**src/rtl/sar_pkg.sv**
```systemverilog
package sar_pkg;
  typedef enum logic {PH_IDLE = 1'b0, PH_RUN = 1'b1} phase_e;
endpackage

```
**src/rtl/sar_step_ctrl.sv**
```systemverilog
module sar_step_ctrl #(
  parameter int WIDTH = 10,
  localparam int IW = (WIDTH > 1) ? $clog2(WIDTH) : 1
) (
  input  logic          clk_i,
  input  logic          rst_ni,
  input  logic          start_i,
  input  logic          abort_i,
  output logic          busy_o,
  output logic          done_o,
  output logic          launch_o,
  output logic          step_en_o,
  output logic          load_o,
  output logic [IW-1:0] idx_o
);
  import sar_pkg::*;

  phase_e        phase_q;
  logic [IW-1:0] idx_q;
  logic          done_q;

  assign busy_o    = (phase_q == PH_RUN);
  assign launch_o  = !busy_o && start_i && !abort_i;
  assign step_en_o = busy_o && !abort_i;
  assign load_o    = step_en_o && (idx_q == '0);
  assign idx_o     = idx_q;
  assign done_o    = done_q;

  always_ff @(posedge clk_i or negedge rst_ni) begin
    if (!rst_ni) begin
      phase_q <= PH_IDLE;
      idx_q   <= '0;
      done_q  <= 1'b0;
    end else begin
      done_q <= load_o;
      if (busy_o) begin
        if (abort_i || idx_q == '0) phase_q <= PH_IDLE;
        else                        idx_q   <= idx_q - 1'b1;
      end else if (launch_o) begin
        phase_q <= PH_RUN;
        idx_q   <= IW'(WIDTH - 1);
      end
    end
  end

  assert_done_pulse_R6: assert property (@(posedge clk_i) disable iff (!rst_ni)
    done_o |=> !done_o);
  assert_done_idle_R6: assert property (@(posedge clk_i) disable iff (!rst_ni)
    done_o |-> !busy_o);
  assert_abort_idle_R8: assert property (@(posedge clk_i) disable iff (!rst_ni)
    (busy_o && abort_i) |=> (!busy_o && !done_o));
  assert_start_ignored_R9: assert property (@(posedge clk_i) disable iff (!rst_ni)
    (busy_o && start_i && !abort_i && idx_q != '0) |=> (busy_o && idx_q == $past(idx_q) - 1'b1));
endmodule

```
**src/rtl/sar_trial_reg.sv**
```systemverilog
module sar_trial_reg #(
  parameter int WIDTH = 10,
  localparam int IW = (WIDTH > 1) ? $clog2(WIDTH) : 1
) (
  input  logic             clk_i,
  input  logic             rst_ni,
  input  logic             launch_i,
  input  logic             step_en_i,
  input  logic             busy_i,
  input  logic [IW-1:0]    idx_i,
  input  logic             cmp_above_i,
  output logic [WIDTH-1:0] trial_o,
  output logic [WIDTH-1:0] code_nxt_o
);
  logic [WIDTH-1:0] kept_q;
  logic [WIDTH-1:0] kept_nxt;

  for (genvar b = 0; b < WIDTH; b++) begin : g_bit
    logic hit;
    assign hit         = (idx_i == IW'(b));
    assign kept_nxt[b] = (step_en_i && hit) ? !cmp_above_i : kept_q[b];
    assign trial_o[b]  = busy_i && (kept_q[b] || hit);
  end

  assign code_nxt_o = kept_nxt;

  always_ff @(posedge clk_i or negedge rst_ni) begin
    if (!rst_ni)        kept_q <= '0;
    else if (launch_i)  kept_q <= '0;
    else if (step_en_i) kept_q <= kept_nxt;
  end

  assert_idle_trial_zero_R3: assert property (@(posedge clk_i) disable iff (!rst_ni)
    !busy_i |-> (trial_o == '0));
  assert_one_new_weight_R3: assert property (@(posedge clk_i) disable iff (!rst_ni)
    busy_i |-> ($countones(trial_o & ~kept_q) <= 1));
  assert_kept_sticky_R5: assert property (@(posedge clk_i) disable iff (!rst_ni)
    (busy_i && $past(step_en_i)) |-> ((kept_q & $past(kept_q)) == $past(kept_q)));
endmodule

```
**src/rtl/sar_result_reg.sv**
```systemverilog
module sar_result_reg #(
  parameter int WIDTH = 10
) (
  input  logic             clk_i,
  input  logic             rst_ni,
  input  logic             load_i,
  input  logic [WIDTH-1:0] code_i,
  input  logic             done_i,
  output logic [WIDTH-1:0] result_o
);
  always_ff @(posedge clk_i or negedge rst_ni) begin
    if (!rst_ni)     result_o <= '0;
    else if (load_i) result_o <= code_i;
  end

  assert_result_hold_R10: assert property (@(posedge clk_i) disable iff (!rst_ni)
    !done_i |-> $stable(result_o));
endmodule

```
**src/rtl/sar_ctrl.sv**
```systemverilog
module sar_ctrl #(
  parameter int WIDTH = 10,
  localparam int IW = (WIDTH > 1) ? $clog2(WIDTH) : 1
) (
  input  logic             clk_i,
  input  logic             rst_ni,
  input  logic             start_i,
  input  logic             abort_i,
  input  logic             cmp_above_i,
  output logic [WIDTH-1:0] trial_o,
  output logic             busy_o,
  output logic             done_o,
  output logic [WIDTH-1:0] result_o
);
  logic          launch, step_en, load;
  logic [IW-1:0] idx;
  logic [WIDTH-1:0] code_nxt;

  sar_step_ctrl #(.WIDTH(WIDTH)) u_step (
    .clk_i, .rst_ni, .start_i, .abort_i,
    .busy_o, .done_o,
    .launch_o(launch), .step_en_o(step_en), .load_o(load), .idx_o(idx)
  );

  sar_trial_reg #(.WIDTH(WIDTH)) u_trial (
    .clk_i, .rst_ni,
    .launch_i(launch), .step_en_i(step_en), .busy_i(busy_o), .idx_i(idx),
    .cmp_above_i, .trial_o, .code_nxt_o(code_nxt)
  );

  sar_result_reg #(.WIDTH(WIDTH)) u_res (
    .clk_i, .rst_ni, .load_i(load), .code_i(code_nxt), .done_i(done_o), .result_o
  );

  assert_first_trial_msb_R2: assert property (@(posedge clk_i) disable iff (!rst_ni)
    (!busy_o && start_i && !abort_i) |=> (busy_o && trial_o == WIDTH'(1) << (WIDTH - 1)));
endmodule

```
**config.mk**
```make
export PLATFORM = sky130hd
export DESIGN_NAME = sar_ctrl
export DESIGN_NICKNAME = d
export VERILOG_FILES = /design/src/rtl/sar_pkg.sv /design/src/rtl/sar_step_ctrl.sv /design/src/rtl/sar_trial_reg.sv /design/src/rtl/sar_result_reg.sv /design/src/rtl/sar_ctrl.sv
export SDC_FILE = /design/constraint.sdc
export NUM_CORES = 1
export LEC_CHECK = 0
export ABC_AREA = 1
export BUFFER_PORTS_ARGS = -buffer_cell sky130_fd_sc_hd__buf_2
export CAP_MARGIN = 40
export CORE_UTILIZATION = 40
export CTS_CLUSTER_SIZE = 12
export DETAILED_ROUTE_END_ITERATION = 10
export SYNTH_ARGS = -nofsm -noshare
export SYNTH_HDL_FRONTEND = slang
export SYNTH_SLANG_ARGS = --single-unit
```
**constraint.sdc**
```tcl
create_clock -name clk_i -period 1.3 [get_ports clk_i]
set_input_delay 0.195 -clock clk_i [delete_from_list [all_inputs] [get_ports clk_i]]
set_output_delay 0.195 -clock clk_i [all_outputs]
set_load 0.005 [all_outputs]
```
[Yosys cells after proc, flatten, opt, wreduce, memory -nomap -nowiden]
Cells that the tools add are included.
Operators by class
  add/subtract/negate cells: 1
  $mul: 0
  divide/modulo/power cells: 0
  magnitude comparators: 0
  eq/ne operators: 10
  shift operators: 0
  multiplexer cells: 18
  bitwise gates (word level): 0
  reduce and logical (&&, ||, !) cells: 41
Operator list (number)
  $logic_and 1x1->1: 23
  $mux 10: 2
  $eq 4x3->1 const B: 4
  $mux 1: 13
  $mux 4: 3
  $logic_or 1x1->1: 11
  $eq 4x2->1 const B: 2
  $eq 4x4->1 const B: 2
  $eq 4x1->1 const B: 1
  $logic_not 4->1: 1
  $reduce_bool 2->1: 2
  $sub 4x1->4 const B: 1
  $logic_not 1->1: 3
  $ne 2x2->1 const B: 1
  $reduce_and 2->1: 1
Word-level totals
  flip-flop bits (word level): 26
  bits in latches: 0
  RAM bits: 0
  bits in read-only memories: 0
  input port bits: 5
  output and inout port bits: 22
  memories: 0

[Logic depth before layout (Yosys ltp)]
  depth after elaboration: 6
  mapped depth: 7
  depth with buffers taken out: 7

[By module]
A second synthesis with hierarchy kept.
Unflattened totals
  cells, all modules: 205
  area total of the unflattened synthesis: 1480.2 um2
Modules (own cells, without submodules)
  sar_trial_reg: times used 1, cells each 125, area each 763.2 um2, seq. area each 250.2 um2
  sar_result_reg: times used 1, cells each 42, area each 377.9 um2, seq. area each 250.2 um2
  sar_step_ctrl: times used 1, cells each 38, area each 339.1 um2, seq. area each 150.1 um2

[Worst setup path before layout]
No wires, ideal clock.
  kind: register -> register
  from: register u_step.idx_q[0] (netlist: u_step.idx_o[0])
  to: register u_res.result_o[8]
  library setup time: 0.117 ns
  arrival: 1.168 ns
  required time: 1.183 ns
  setup slack: 0.014 ns
  cell stages (with the launch flop): 8
  buffers on the path: 0
  period minus slack after synthesis: 1.286 ns
  cell sequence: dfrtp_1 > inv_1 > ha_1 > nand3_1 > nor2_1 > nand2_1 > nand3_1 > nand2_1
Between the ends
  cells in the longest elaborated chain, start to end: 3
RTL lines
  from (decl): line sar_step_ctrl.sv:19  | logic [IW-1:0] idx_q;
  from (signal assigned): line sar_step_ctrl.sv:38  | else idx_q <= idx_q - 1'b1;
  from (signal assigned): line sar_step_ctrl.sv:41  | idx_q <= IW'(WIDTH - 1);
  $eq 4x4->1: line sar_trial_reg.sv:20  | assign hit = (idx_i == IW'(b));
  $logic_and 1x1->1: line sar_trial_reg.sv:21  | assign kept_nxt[b] = (step_en_i && hit) ? !cmp_above_i : kept_q[b];
  $mux 1: line sar_trial_reg.sv:21
  to (signal assigned): line sar_result_reg.sv:13  | else if (load_i) result_o <= code_i;
  to (decl): line sar_result_reg.sv:9  | output logic [WIDTH-1:0] result_o
Parallel ways exist; a longest one is shown, timed or not.
A chain may end at the register's enable or synchronous reset.

[Worst setup path after layout]
  from: register u_step.idx_q[0] (netlist: u_step.idx_o[0])
  to: output port trial_o[0]
Between the ends
  cells in the longest elaborated chain, start to end: 3
RTL lines
  $logic_not 4->1: line sar_trial_reg.sv:20
  $logic_or 1x1->1: line sar_trial_reg.sv:22  | assign trial_o[b] = busy_i && (kept_q[b] || hit);
  $logic_and 1x1->1: line sar_trial_reg.sv:22
  to (decl): line sar_ctrl.sv:10  | output logic [WIDTH-1:0] trial_o,
No other way between the ends.

==> impl_metrics.json <==
{
  "status": "complete, but fails checks",
  "failed_checks": "setup timing",
  "syn_area_per_cell_um2": 7.89,
  "numPortBuffers": 26,
  "worst-r2r-setup-slack_ns": -0.14,
  "ys_warn_count": 0,
  "gr-total-overflow": 0,
  "dpl.cell_count": 259,
  "wl_per_cell_um": 13.4,
  "hold_viol_final": 0,
  "p_leak_uw": 0.000990,
  "synth-edff-count": 0,
  "worstHoldPathType": "primary input to flop",
  "pre_cts_slack_ns": -0.0745,
  "synthToLayoutAreaGrowth_pct": 46.3,
  "clock-root-buffer": "clkbuf_4",
  "tritoncts": "yes",
  "clk-insertion-delay-late_ns": 0.32,
  "fmax_ghz": 0.604,
  "worstReg2RegStart": "u_step.idx_o[0]",
  "multi_input_area_um2": 840,
  "drv_cap": 0,
  "core-area_um2": 3360,
  "seq_area_frac_synth_pct": 46.1,
  "maxSlewViolCount": 0,
  "ant_nets": 0,
  "drt_iter0_drc": 60,
  "antennaDiodeCount": 0,
  "layout_common_cells": "47 x nand2_1, 26 x buf_2, 24 x dfrtp_1",
  "drc": 0,
  "drive_gt1_share_pct": 44.2,
  "final_util_pct": 61.5,
  "fp.dieH_um": 61.4,
  "use_met3_pct": 3.36,
  "critPathLaunchType": "flop",
  "setup.worst_path.end": "trial_o[0]",
  "nets": 244,
  "fin_worst_skew_ns": 0.00265,
  "min_period_over_period_pct": 127,
  "grt.met2_usage_pct": 35.6,
  "clkSinkCount": 26,
  "worstPathMaxFanout": 4,
  "hpwl_um": 2330,
  "initial_core_util_pct": 42.0,
  "layoutNonFillerInstCount": 279,
  "dr.pass1.iters": 6,
  "slew_headroom_pct": 60.9,
  "crit_start": "u_step.idx_o[0]",
  "setup_viol": 23,
  "period_minus_slack_ns": 1.65,
  "io_pins": 27,
  "die_w_um": 61.4,
  "reg2reg_depth": 8,
  "rsz0062_at_grt": "yes",
  "fillers": 304,
  "gp_congestion": 0.810,
  "finalWorstSetupSlack_ns": -0.355,
  "crit_type": "flop to output pin",
  "arrival_ns": 1.46,
  "antenna_found_initial": 0,
  "cts_buffer_depth": 2,
  "r2r-end": "u_trial.kept_q[0]",
  "h-tree-depth": 1,
  "cp.required_ns": 1.11,
  "met1_usage_pct": 26.2,
  "synth_ff_type": "dfrtp_1",
  "top_usage_layer": "met2",
  "seqCellArea_um2": 653,
  "ys_types": 21,
  "p_per_area_nw_per_um2": 2050,
  "syn_area_um2": 1410,
  "vias_per_cell": 5.01,
  "tightest_slew_ns": 0.586,
  "end_kind": "output pin",
  "grt_pass1_vias": 1164,
  "synth_nets": 189,
  "grt_use_total_pct": 20.3,
  "detailroute.via_count": 1397,
  "mostFrequentLayoutCell": "nand2_1",
  "synthCells": 179,
  "std_cell_rows": 21,
  "vdd_drop_max_v": 0.000897,
  "cts.clk_slew.worst_paths_ns": 0.15,
  "async_flop_share_pct": 100,
  "grt_max_degree": 27,
  "synth_seq_cells": 26,
  "grt_pass1_wl_um": 5510,
  "cts_buffers": 3,
  "postRouteWirelength_um": 3750,
  "die_area_um2": 3770
}
## power by group
group | internal [uW] | leakage, uW | total [uW] | switching (uW)
logic | 1130 | 0.000614 | 2460 | 1320
clock network | 312 | 0.0000279 | 564 | 253
registers | 1050 | 0.000348 | 1220 | 173
## Yosys cell counts, types with 3 or more instances
library cell	instances	area share, %
nand3_1	22	7.8
dfrtp_1	26	46
inv_1	15	4.0
nand4_1	3	1.3
ha_1	5	4.4
nand2_1	50	13
o21ai_0	5	1.8
nand2_2	3	1.3
nor2_1	18	4.8
buf_6	4	3.2
o21ai_1	4	1.4
a21oi_1	11	3.9
## cells by family after synthesis
group / Yosys count / synth area share [%]
adders and majority gates: 5 / 4.43
AOI/OAI and AO/OA: 20 / 7.09
and+or+nand+nor: 102 / 32.8
xor gates and xnor gates: 1 / 0.620
DFF: 26 / 46.1
buffers and inverters: 25 / 9.03
## cell type report
class	instances	share of cell area [%]
Multi-Input combinational cell	129	40.6
Sequential cell	26	31.6
Timing Repair Buffer	56	19.2
Inverter	18	3.27
Tap cell	46	2.78
Clock inverter	1	1.45
Clock buffer	3	1.09
## worst max-delay path, cell delays in order (launching register included)
cell and delay [ns]:
dfrtp_1 0.44, inv_2 0.12, ha_4 0.20, nand2_2 0.10
a21oi_2 0.15, buf_2 0.13
## stage by stage
| step | total power (uW) | area (um2) | setup TNS (ns) | hold WS (ns) |
|---|---|---|---|---|
| after floorplan | 2180 | 1410 | 0 | -0.101 |
| after global placement | 2730 | 1670 | -0.165 | 0.228 |
| after detailed placement | 2760 | 1670 | -0.897 | 0.233 |
| after CTS | 3860 | 1930 | -3.30 | 0.266 |
| after global routing | 4550 | 2070 | -6.62 | 0.271 |
| final | 4250 | 2070 | -4.37 | 0.265 |
## sequential cells by signal, indices dropped and copies added, names as in the netlist
name and flops:
u_res.result_o 10, u_step.done_o 1, u_step.idx_o 4, u_step.busy_o 1, u_trial.kept_q 10
## worst min path at each step
stage	from	end	slack, ns	cells after the start
after floorplan	rst_ni	u_res.result_o[0]	-0.10	0
after global placement	rst_ni	u_trial.kept_q[9]	0.23	1
after detailed placement	rst_ni	u_trial.kept_q[9]	0.23	1
after CTS	cmp_above_i	u_res.result_o[0]	0.27	4
after global routing	start_i	u_step.busy_o	0.27	4
final	abort_i	u_trial.kept_q[3]	0.26	6
## metal layers
metal	vias up	wire length (um)
li1	678	-
met1	678	1630
met2	37	1930
met3	4	143
met4	0	42
met5	-	0
## repair_timing
action	in CTS	in global routing
endpoints found under the setup margin	30	33
endpoints found under the hold margin	26	0
setup buffers	7	7
hold buffers	1	0
gates cloned	0	1
gates resized for setup	31	22
pin swaps	9	10
No activity file was read; power rests on OpenSTA's default activity.
